`src/rtl/backoff_pkg.sv`:
```
package backoff_pkg;
  parameter int CNT_W = 10;
  parameter int SEL_W = 3;
  parameter int GRP_W = 3;

  typedef struct packed {
    logic cntInc;
    logic maskClr;
    logic maskLoad;
    logic maskGrow;
    logic dlyLoad;
    logic dlyInc;
  } strobe_t;
endpackage

```
`src/rtl/backoff_carry.sv`:
```
// Synchronous toggle generation with carry terms shared per group of GRP bits.
module backoff_carry #(
  parameter int W   = backoff_pkg::CNT_W,
  parameter int GRP = backoff_pkg::GRP_W
) (
  input  logic [W-1:0] q,
  input  logic         en,
  output logic [W-1:0] tgl,
  output logic         wrapOut
);
  localparam int NG = (W + GRP - 1) / GRP;

  logic [NG-1:0] grpAll;
  logic [NG-1:0] pre;

  for (genvar g = 0; g < NG; g++) begin : g_grp
    localparam int LO = g * GRP;
    localparam int HI = (LO + GRP - 1 < W) ? LO + GRP - 1 : W - 1;
    assign grpAll[g] = &q[HI:LO];
    if (g == 0) begin : g_first
      assign pre[g] = en;
    end else begin : g_rest
      assign pre[g] = pre[g-1] & grpAll[g-1];
    end
    for (genvar i = LO; i <= HI; i++) begin : g_bit
      if (i == LO) begin : g_lo
        assign tgl[i] = pre[g];
      end else begin : g_up
        assign tgl[i] = pre[g] & (&q[i-1:LO]);
      end
    end
  end

  assign wrapOut = pre[NG-1] & grpAll[NG-1];
endmodule

```
`src/rtl/backoff_ctrl.sv`:
```
module backoff_ctrl
  import backoff_pkg::*;
(
  input  logic    clk,
  input  logic    rstN,
  input  logic    rndTick,
  input  logic    maskClr,
  input  logic    maskLoad,
  input  logic    maskGrow,
  input  logic    delayStart,
  input  logic    delayTick,
  input  logic    dlyAllOnes,
  output strobe_t stb,
  output logic    doneOut
);
  logic runQ;
  logic doneQ;
  logic wrap;

  always_comb begin
    stb          = '0;
    stb.cntInc   = rndTick;
    stb.maskClr  = maskClr;
    stb.maskLoad = maskLoad & ~maskClr;
    stb.maskGrow = maskGrow & ~maskClr & ~maskLoad;
    stb.dlyLoad  = delayStart;
    stb.dlyInc   = delayTick & runQ & ~delayStart;
  end

  assign wrap = stb.dlyInc & dlyAllOnes;

  always_ff @(posedge clk or negedge rstN) begin
    if (!rstN) begin
      runQ  <= 1'b0;
      doneQ <= 1'b0;
    end else begin
      doneQ <= wrap;
      if (stb.dlyLoad) runQ <= 1'b1;
      else if (wrap)   runQ <= 1'b0;
    end
  end

  assign doneOut = doneQ;


  done_pulse_chk: assert property (@(posedge clk) disable iff (!rstN)
    doneQ |=> !doneQ);

  done_idle_chk: assert property (@(posedge clk) disable iff (!rstN)
    doneQ |-> !runQ);

  mask_onehot_chk: assert property (@(posedge clk) disable iff (!rstN)
    $onehot0({stb.maskClr, stb.maskLoad, stb.maskGrow}));
endmodule

```
`src/rtl/backoff_dpath.sv`:
```
module backoff_dpath
  import backoff_pkg::*;
#(
  parameter int W     = CNT_W,
  parameter int SW    = SEL_W,
  parameter int GRP   = GRP_W
) (
  input  logic          clk,
  input  logic          rstN,
  input  strobe_t       stb,
  input  logic [SW-1:0] sel,
  output logic [W-1:0]  dly,
  output logic          dlyAllOnes
);
  localparam int MAX_LOAD = 1 << SW;

  logic [W-1:0] cntQ;
  logic [W-1:0] tgl;
  logic         cntWrap;
  logic [W-1:1] maskHiQ;
  logic [W-1:0] mask;
  logic [W-1:0] loadVec;
  logic [W-1:0] dlyQ;

  backoff_carry #(.W(W), .GRP(GRP)) u_carry (
    .q      (cntQ),
    .en     (stb.cntInc),
    .tgl    (tgl),
    .wrapOut(cntWrap)
  );

  always_ff @(posedge clk or negedge rstN) begin
    if (!rstN) cntQ <= '0;
    else       cntQ <= cntQ ^ tgl;
  end

  // Window bit 0 is fixed at one and has no storage.
  assign mask = {maskHiQ, 1'b1};

  for (genvar i = 0; i < W; i++) begin : g_load
    if (i == 0) begin : g_b0
      assign loadVec[i] = 1'b1;
    end else if (i < MAX_LOAD) begin : g_sel
      assign loadVec[i] = ((SW+1)'(i) <= {1'b0, sel});
    end else begin : g_hi
      assign loadVec[i] = 1'b0;
    end
  end

  always_ff @(posedge clk or negedge rstN) begin
    if (!rstN)             maskHiQ <= '0;
    else if (stb.maskClr)  maskHiQ <= '0;
    else if (stb.maskLoad) maskHiQ <= loadVec[W-1:1];
    else if (stb.maskGrow) maskHiQ <= mask[W-2:0];
  end

  always_ff @(posedge clk or negedge rstN) begin
    if (!rstN)            dlyQ <= '0;
    else if (stb.dlyLoad) dlyQ <= ~(cntQ & mask);
    else if (stb.dlyInc)  dlyQ <= dlyQ + 1'b1;
  end

  assign dly        = dlyQ;
  assign dlyAllOnes = &dlyQ;


  cnt_inc_chk: assert property (@(posedge clk) disable iff (!rstN)
    stb.cntInc |=> cntQ == W'($past(cntQ) + 1'b1));

  cnt_hold_chk: assert property (@(posedge clk) disable iff (!rstN)
    !stb.cntInc |=> $stable(cntQ));

  cnt_wrap_chk: assert property (@(posedge clk) disable iff (!rstN)
    cntWrap |=> cntQ == '0);

  mask_thermo_chk: assert property (@(posedge clk) disable iff (!rstN)
    mask[0] && (((mask + 1'b1) & mask) == '0));

  mask_grow_chk: assert property (@(posedge clk) disable iff (!rstN)
    stb.maskGrow |=> mask == {$past(mask[W-2:0]), 1'b1});

  dly_hold_chk: assert property (@(posedge clk) disable iff (!rstN)
    (!stb.dlyLoad && !stb.dlyInc) |=> $stable(dlyQ));
endmodule

```
`src/rtl/backoff_gen.sv`:
```
module backoff_gen (
  input  logic       clk,
  input  logic       rstN,
  input  logic       rndTick,
  input  logic       maskClr,
  input  logic       maskLoad,
  input  logic [2:0] maskSel,
  input  logic       maskGrow,
  input  logic       delayStart,
  input  logic       delayTick,
  output logic       delayDone,
  input  logic       rdEn,
  output logic [9:0] rdBus
);
  import backoff_pkg::*;

  strobe_t    stb;
  logic [9:0] dly;
  logic       dlyAllOnes;

  backoff_ctrl u_ctrl (
    .clk       (clk),
    .rstN      (rstN),
    .rndTick   (rndTick),
    .maskClr   (maskClr),
    .maskLoad  (maskLoad),
    .maskGrow  (maskGrow),
    .delayStart(delayStart),
    .delayTick (delayTick),
    .dlyAllOnes(dlyAllOnes),
    .stb       (stb),
    .doneOut   (delayDone)
  );

  backoff_dpath #(.W(10), .SW(3), .GRP(3)) u_dpath (
    .clk       (clk),
    .rstN      (rstN),
    .stb       (stb),
    .sel       (maskSel),
    .dly       (dly),
    .dlyAllOnes(dlyAllOnes)
  );

  assign rdBus = rdEn ? dly : '0;


  rd_gate_chk: assert property (@(posedge clk) disable iff (!rstN)
    !rdEn |-> rdBus == '0);
endmodule

```
`config.mk`:
```
export PLATFORM = sky130hd
export DESIGN_NAME = backoff_gen
export DESIGN_NICKNAME = d
export VERILOG_FILES = /design/src/rtl/backoff_pkg.sv /design/src/rtl/backoff_carry.sv /design/src/rtl/backoff_ctrl.sv /design/src/rtl/backoff_dpath.sv /design/src/rtl/backoff_gen.sv
export SDC_FILE = /design/constraint.sdc
export NUM_CORES = 1
export LEC_CHECK = 0
export ABC_AREA = 1
export BUFFER_PORTS_ARGS = -buffer_cell sky130_fd_sc_hd__buf_2
export CAP_MARGIN = 10
export CORE_MARGIN = 10
export CORE_UTILIZATION = 35
export CTS_CLUSTER_SIZE = 28
export DETAILED_ROUTE_END_ITERATION = 10
export GPL_TIMING_DRIVEN = 0
export PLACE_DENSITY = 0.5
export SLEW_MARGIN = 30
export SYNTH_ARGS = -nofsm -noshare
export SYNTH_HDL_FRONTEND = slang
export SYNTH_SLANG_ARGS = --single-unit
```
`constraint.sdc`:
```
create_clock -name clk -period 2.1 [get_ports clk]
set_input_delay 0.21 -clock clk [delete_from_list [all_inputs] [get_ports clk]]
set_output_delay 0.21 -clock clk [all_outputs]
set_load 0.05 [all_outputs]
```
==> qor.txt, run 1 <==
Final Wtd Congestion -> 0.783
WP data required -> 1.89 ns
FF/Latch Area -> 776 um2
Area Growth Syn to Fin -> 16.3%
# fillers -> 507
First-pass GRT wire length -> 6760 um
Clock sink count -> 31
RR Startpoint -> u_dpath.cntQ[1]
IO Port Bufs -> 21
Largest net degree at the start of global routing -> 32
Most used flip-flop cell after synthesis -> dfrtp_1
Global route total overflow -> 0
Crit Path Max Fanout -> 6
Pwr per Cell Area -> 994 nW/um2
Vias per Instance -> 4.51
Sequential share of the synthesized area -> 44.2%
Final period utilization -> 64.1%
Final hold violations -> 0
Synth Cell Area -> 1750 um2
Clock slew at reported path FFs -> 0.07 ns
Syn_area_per_cell -> 7.40 um2
Drt first pass iters -> 4
Detailed Place HPWL -> 3010 um
Hold path depth -> 2
Setup TNS -> 0 ns
Leak pwr -> 1.12 nW
Multi-input combinational cell area -> 807 um2
Final #Nets -> 282
Worst setup EP type -> output port
Reg-to-Reg End -> u_dpath.cntQ[7]
Async S/R FF share, synth -> 100%
# rows -> 25
Internal reg-to-reg setup slack -> 0.76 ns
Area leader, netlist -> dfrtp_1
DRC -> 0
Slew @ Worst Pin -> 0.697 ns
Xor and xnor area share after synthesis -> 2.50%
Status -> complete, no violations
Final Critical Period -> 1.35 ns
Synth Area in Adders -> 2.85%
RSZ-0062 raised after global routing -> no
Critical path type -> reg -> out
Initial Util -> 36.7%
Synth top cells by count -> nand2_1, inv_1, dfrtp_1
Clock latency at the later pin of the worst-skew pair -> 0.28 ns
Final core occ -> 42.6%
Wire per inst -> 11.7 um
Largest cells by area after synthesis -> dfrtp_1, nand2_1, inv_1, nand3_1, o21ai_0
Synth Area in Simple Gates -> 33.0%
All-Layer GR Usage -> 9.93%
Largest family of logic cells by synthesized area -> simple AND/OR/NAND/NOR gates
Placed cell count -> 325
CTS root buffer -> clkbuf_8
# IOs -> 23
Initial antenna violation count -> 0
Worst Clk Skew -> 0.00869 ns
Yosys warning count -> 0
Top-count cell post-synth -> nand2_1
Min-delay src -> rndTick
Setup violators final -> 0
Max Transition Viols Final -> 0
CP Launch Type -> flip-flop
Compound-Gate Fraction of Synth Area -> 7.70%
Peak supply drop -> 0.290 mV
Final wirelength -> 3890 um
Reg2Reg Depth -> 6
Yosys top cell area share -> 44.2%
Die width -> 90.8 um
H-tree depth -> 2
Worst hold path class -> in -> reg
Number of synthesized flops with an enable pin -> 0
Top achievable clock speed -> 0.743 GHz
Mapped Nets -> 253
Multiplexer area fraction after synthesis -> 0%
Max-Cap Viols -> 0
ANT cells -> 0
Worst rel slew slack -> 53.5%
Num CTS Buffers -> 5
Proportion of layout cells with a drive suffix above 1 -> 15.8%
Via Count -> 1502
Die area -> 8240 um2
Post-Layout Cell Count -> 333
Cells after Synth -> 237
Die H -> 90.8 um
CTS tree -> done
Core box area -> 4790 um2
Yosys reg bits -> 31
Worst EP arrival -> 1.14 ns
Distinct cells, synth -> 26
Worst Hold End -> u_dpath.cntQ[0]
Antenna Nets Post-Route -> 0
Vias in the first global route -> 1463
Initial detailed-routing violation count -> 37
Clk buf depth -> 2
-- sequential cells by signal (all words and copies together), names as in the netlist --
register	flops
u_dpath.maskHiQ	9
u_ctrl.runQ	1
u_ctrl.doneOut	1
u_dpath.cntQ	10
u_dpath.dly	10
-- worst max-delay path by stage --
stage / end / startpoint / slack, ns / cells after the start
6_report: rdBus[7] / u_dpath.dly[7] / 0.75 / 3
5_1_grt: u_dpath.cntQ[7] / u_dpath.cntQ[1] / 0.61 / 6
4_1_cts: rdBus[7] / u_dpath.dly[7] / 0.73 / 3
3_5_place_dp: u_dpath.cntQ[7] / u_dpath.cntQ[1] / 0.73 / 6
3_3_place_gp: u_dpath.dly[8] / u_dpath.dly[0] / 0.76 / 8
2_1_floorplan: u_dpath.cntQ[7] / u_dpath.cntQ[1] / 0.90 / 6
-- per-stage QoR --
| step | power, mW | instance area (um2) | hold WS (ns) | worst slack [ns] |
|---|---|---|---|---|
| 5_1_grt | 2.22 | 2040 | 0.178 | 0.610 |
| 2_1_floorplan | 1.40 | 1750 | -0.0856 | 0.899 |
| 4_1_cts | 2.07 | 2040 | 0.162 | 0.727 |
| 6_report | 2.03 | 2040 | 0.174 | 0.754 |
| 3_5_place_dp | 1.58 | 1940 | 0.315 | 0.728 |
| 3_3_place_gp | 1.57 | 1940 | 0.315 | 0.757 |
-- layout make-up --
| type | count | area share, % |
|---|---|---|
| clock buffers | 6 | 4.05 |
| repair buffers | 22 | 5.64 |
| inverters | 41 | 7.66 |
| flip-flops and latches | 31 | 38.0 |
| plain buffers | 2 | 0.736 |
| well taps | 67 | 4.11 |
| clock inverters | 1 | 0.245 |
| multi-input cells | 163 | 39.5 |
-- cell families after synthesis --
group | after synthesis
adder cells (fa/ha/maj) | 4
AND/OR/NAND/NOR | 129
XOR/XNOR | 5
AO/OA/AOI/OAI | 25
buffers and inverters | 43
flip-flops | 31
-- routing by layer --
layer  up-vias  track usage [%]  routed length (um)
met3         4             3.74                 164
met1       672             11.6                1830
met4         0             3.66                  34
li1        800                -                   -
met2        26             16.1                1860
met5         -                0                   0
-- worst max-delay path, stage by stage, from the launching register on --
cell     delay (ns)
dfrtp_1        0.46
nand2_1        0.08
inv_1          0.06
buf_2          0.25
-- layout by cell type (no fill, tap or decap), types with 2 or more instances in the layout --
cell type / n
nand2_1: 74
inv_1: 38
dfrtp_1: 31
nand3_1: 27
buf_2: 21
o21ai_0: 16
nor2_1: 13
clkbuf_8: 6
xor2_1: 5
nor2_2: 4
a21oi_1: 4
ha_1: 4
nor2_4: 3
nand4_1: 3
inv_2: 2
-- where the power goes --
| group | internal [mW] | switching (mW) | total, mW |
|---|---|---|---|
| Clock | 0.257 | 0.216 | 0.473 |
| Combinational | 0.214 | 0.456 | 0.670 |
| Sequential | 0.732 | 0.154 | 0.886 |
-- timing repair --
action / 4_1_cts / 5_1_grt
gates resized for setup: 0 / 0
hold buffers: 1 / 0
setup buffers: 0 / 0
hold endpoints to repair: 12 / 0
No activity file was read; power rests on OpenSTA's default activity.
==> run 2: changes to the inputs <==
==> constraint.sdc (replaced) <==
create_clock -name clk -period 1.25 [get_ports clk]
set_input_delay 0.125 -clock clk [delete_from_list [all_inputs] [get_ports clk]]
set_output_delay 0.125 -clock clk [all_outputs]
set_load 0.05 [all_outputs]
==> qor.txt, run 2 (synthesis results as in run 1) <==
Hold path depth -> 2 (unchanged)
ANT cells -> 0 (unchanged)
Vias in the first global route -> 1513 (+3.4%)
Max incr delay on CP -> 0.40 ns (-0.06 ns)
Worst rel slew slack -> 53.9% (+0.33 points)
Placed cell count -> 325 (unchanged)
RSZ-0062 raised after global routing -> yes
Pwr per Cell Area -> 1730 nW/um2 (+74%)
Status -> complete, no violations
Worst hold path class -> in -> reg
CP Launch Type -> flip-flop
Crit Path Max Fanout -> 3 (-3)
First-pass GRT wire length -> 6950 um (+2.8%)
CTS tree -> done
Wire per inst -> 12.0 um (+2.9%)
Final hold violations -> 0 (unchanged)
Peak supply drop -> 0.525 mV (+81%)
Detailed Place HPWL -> 3010 um (unchanged)
Antenna Nets Post-Route -> 0 (unchanged)
IO Port Bufs -> 21 (unchanged)
Commonest non-fill, non-tap cell in the layout -> nand2_1
Worst EP arrival -> 1.37 ns (+0.23 ns)
Final wirelength -> 4120 um (+6.0%)
Final Wtd Congestion -> 0.783 (unchanged)
Initial Util -> 36.7% (unchanged)
Crit-path slowest cell -> dfrtp_1
Clock slew at reported path FFs -> 0.06 ns (about the same)
Die area -> 8240 um2 (unchanged)
Vias per Instance -> 4.49 (-0.39%)
All-Layer GR Usage -> 10.2% (+0.24 points)
Critical path type -> reg -> reg
Worst Clk Skew -> 0.00829 ns (-0.000402 ns)
Initial detailed-routing violation count -> 42 (+14%)
Global route total overflow -> 0 (unchanged)
Top cell by count, worst path -> nand3_2
CTS root buffer -> clkbuf_8
Die width -> 90.8 um (unchanged)
Reg2Reg Depth -> 5 (-1)
Final period utilization -> 97.0%
Pwr Total -> 3.82 mW (+89%)
Post-Layout Cell Count -> 343 (+3.0%)
Proportion of layout cells with a drive suffix above 1 -> 25.0% (+9.2 points)
Setup violators final -> 0 (unchanged)
H-tree depth -> 2 (unchanged)
Core box area -> 4790 um2 (unchanged)
Clk buf depth -> 2 (unchanged)
Worst-path cell chain -> nand3_2 > nor2_4 > nand3_2 > nor2_2 > ha_2
Via Count -> 1541 (+2.6%)
Most frequent cells in the layout -> nand2_1, inv_1, nand3_1, dfrtp_1
Final Critical Period -> 1.21 ns
DRC -> 0 (unchanged)
Final core occ -> 46.3% (+3.6 points)
Initial antenna violation count -> 0 (unchanged)
Leak pwr -> 1.18 nW (+4.6%)
Worst setup EP type -> flip-flop
Die H -> 90.8 um (unchanged)
# rows -> 25 (unchanged)
WP data required -> 1.41 ns (-0.48 ns)
DP Worst Slack -> -0.122 ns (-0.850 ns)
Final #Nets -> 292 (+3.5%)
Drt first pass iters -> 3 (-1)
Max Transition Viols Final -> 0 (unchanged)
Area Growth Syn to Fin -> 26.2%
Max-Cap Viols -> 0 (unchanged)
Slew @ Worst Pin -> 0.692 ns (-0.00500 ns)
Worst Setup Slack, final -> 0.0372 ns (-0.717 ns)
Top achievable clock speed -> 0.825 GHz
Num CTS Buffers -> 5 (unchanged)
# IOs -> 23 (unchanged)
Clock sink count -> 31 (unchanged)
Clock latency at the later pin of the worst-skew pair -> 0.28 ns (about the same)
Largest net degree at the start of global routing -> 32 (unchanged)
==> run 2: cell count changes in the layout (fill, tap and decap cells not counted), moves of 2 or more <==
cell,previous run,this run
buf_2,21,12
buf_4,0,14
clkbuf_4,0,4
dfrtp_1,31,24
dfrtp_2,0,7
ha_1,4,2
nand2_1,74,72
nand2_2,1,3
nand3_1,27,24
nand3_2,1,3
nor2_4,3,5
o21ai_0,16,14
==> run 2: routing by layer <==
layer / part of all wire [%] / vias up / global-route usage, %
met5: 0 / - / 0
met4: 1.2 / 0 / 3.66
met3: 4.2 / 5 / 3.74
met2: 49 / 20 / 16.9
met1: 46 / 695 / 11.7
li1: - / 821 / -
==> run 2: final cells by class <==
cell class	instances	area, um2
fill	487	2570
clock inverter	1	5.00
timing repair buffer	32	216
clock buffer	6	82.6
sequential	31	785
tap	67	83.8
multi-input combinational	163	871
buffer	2	15.0
inverter	41	156
==> run 2: timing repair <==
action,CTS,global route
hold buffers,1,0
setup endpoints to repair,8,20
setup buffers,7,4
gates resized for setup,8,27
pin swaps,5,7
endpoints found under the hold margin,31,0
==> run 2: where the power goes <==
group	switching [mW]	leakage [nW]	internal [mW]	total, mW
Sequential	0.283	0.367	1.24	1.53
Combinational	0.895	0.761	0.600	1.49
Clock	0.371	0.0470	0.432	0.803
==> run 2: path summary, 6_finish.rpt <==
check	start	end	slack, ns
min in group asynchronous	rstN	u_dpath.dly[9]	0.42
setup reg to reg	u_dpath.cntQ[1]	u_dpath.cntQ[6]	0.04
hold reg to reg	u_dpath.cntQ[7]	u_dpath.cntQ[7]	0.49
setup / recovery	u_dpath.cntQ[1]	u_dpath.cntQ[6]	0.04
max in group asynchronous	rstN	u_dpath.dly[2]	0.34
hold / removal	rndTick	u_dpath.cntQ[0]	0.10
==> run 2: stage by stage <==
stage	hold slack [ns]	instance area, um2	setup TNS (ns)
after floorplan	-0.171	1750	0
after global placement	0.230	1940	-0.422
after detailed placement	0.230	1940	-0.438
after CTS	0.0867	2130	0
after global routing	0.109	2210	-0.0743
final	0.105	2210	0
==> run 2: critical path: cells and delay by family (launching register included) <==
family | cells | cell delay (ns)
DFF | 1 | 0.40
adders and majority gates | 1 | 0.27
and+or+nand+nor | 4 | 0.42
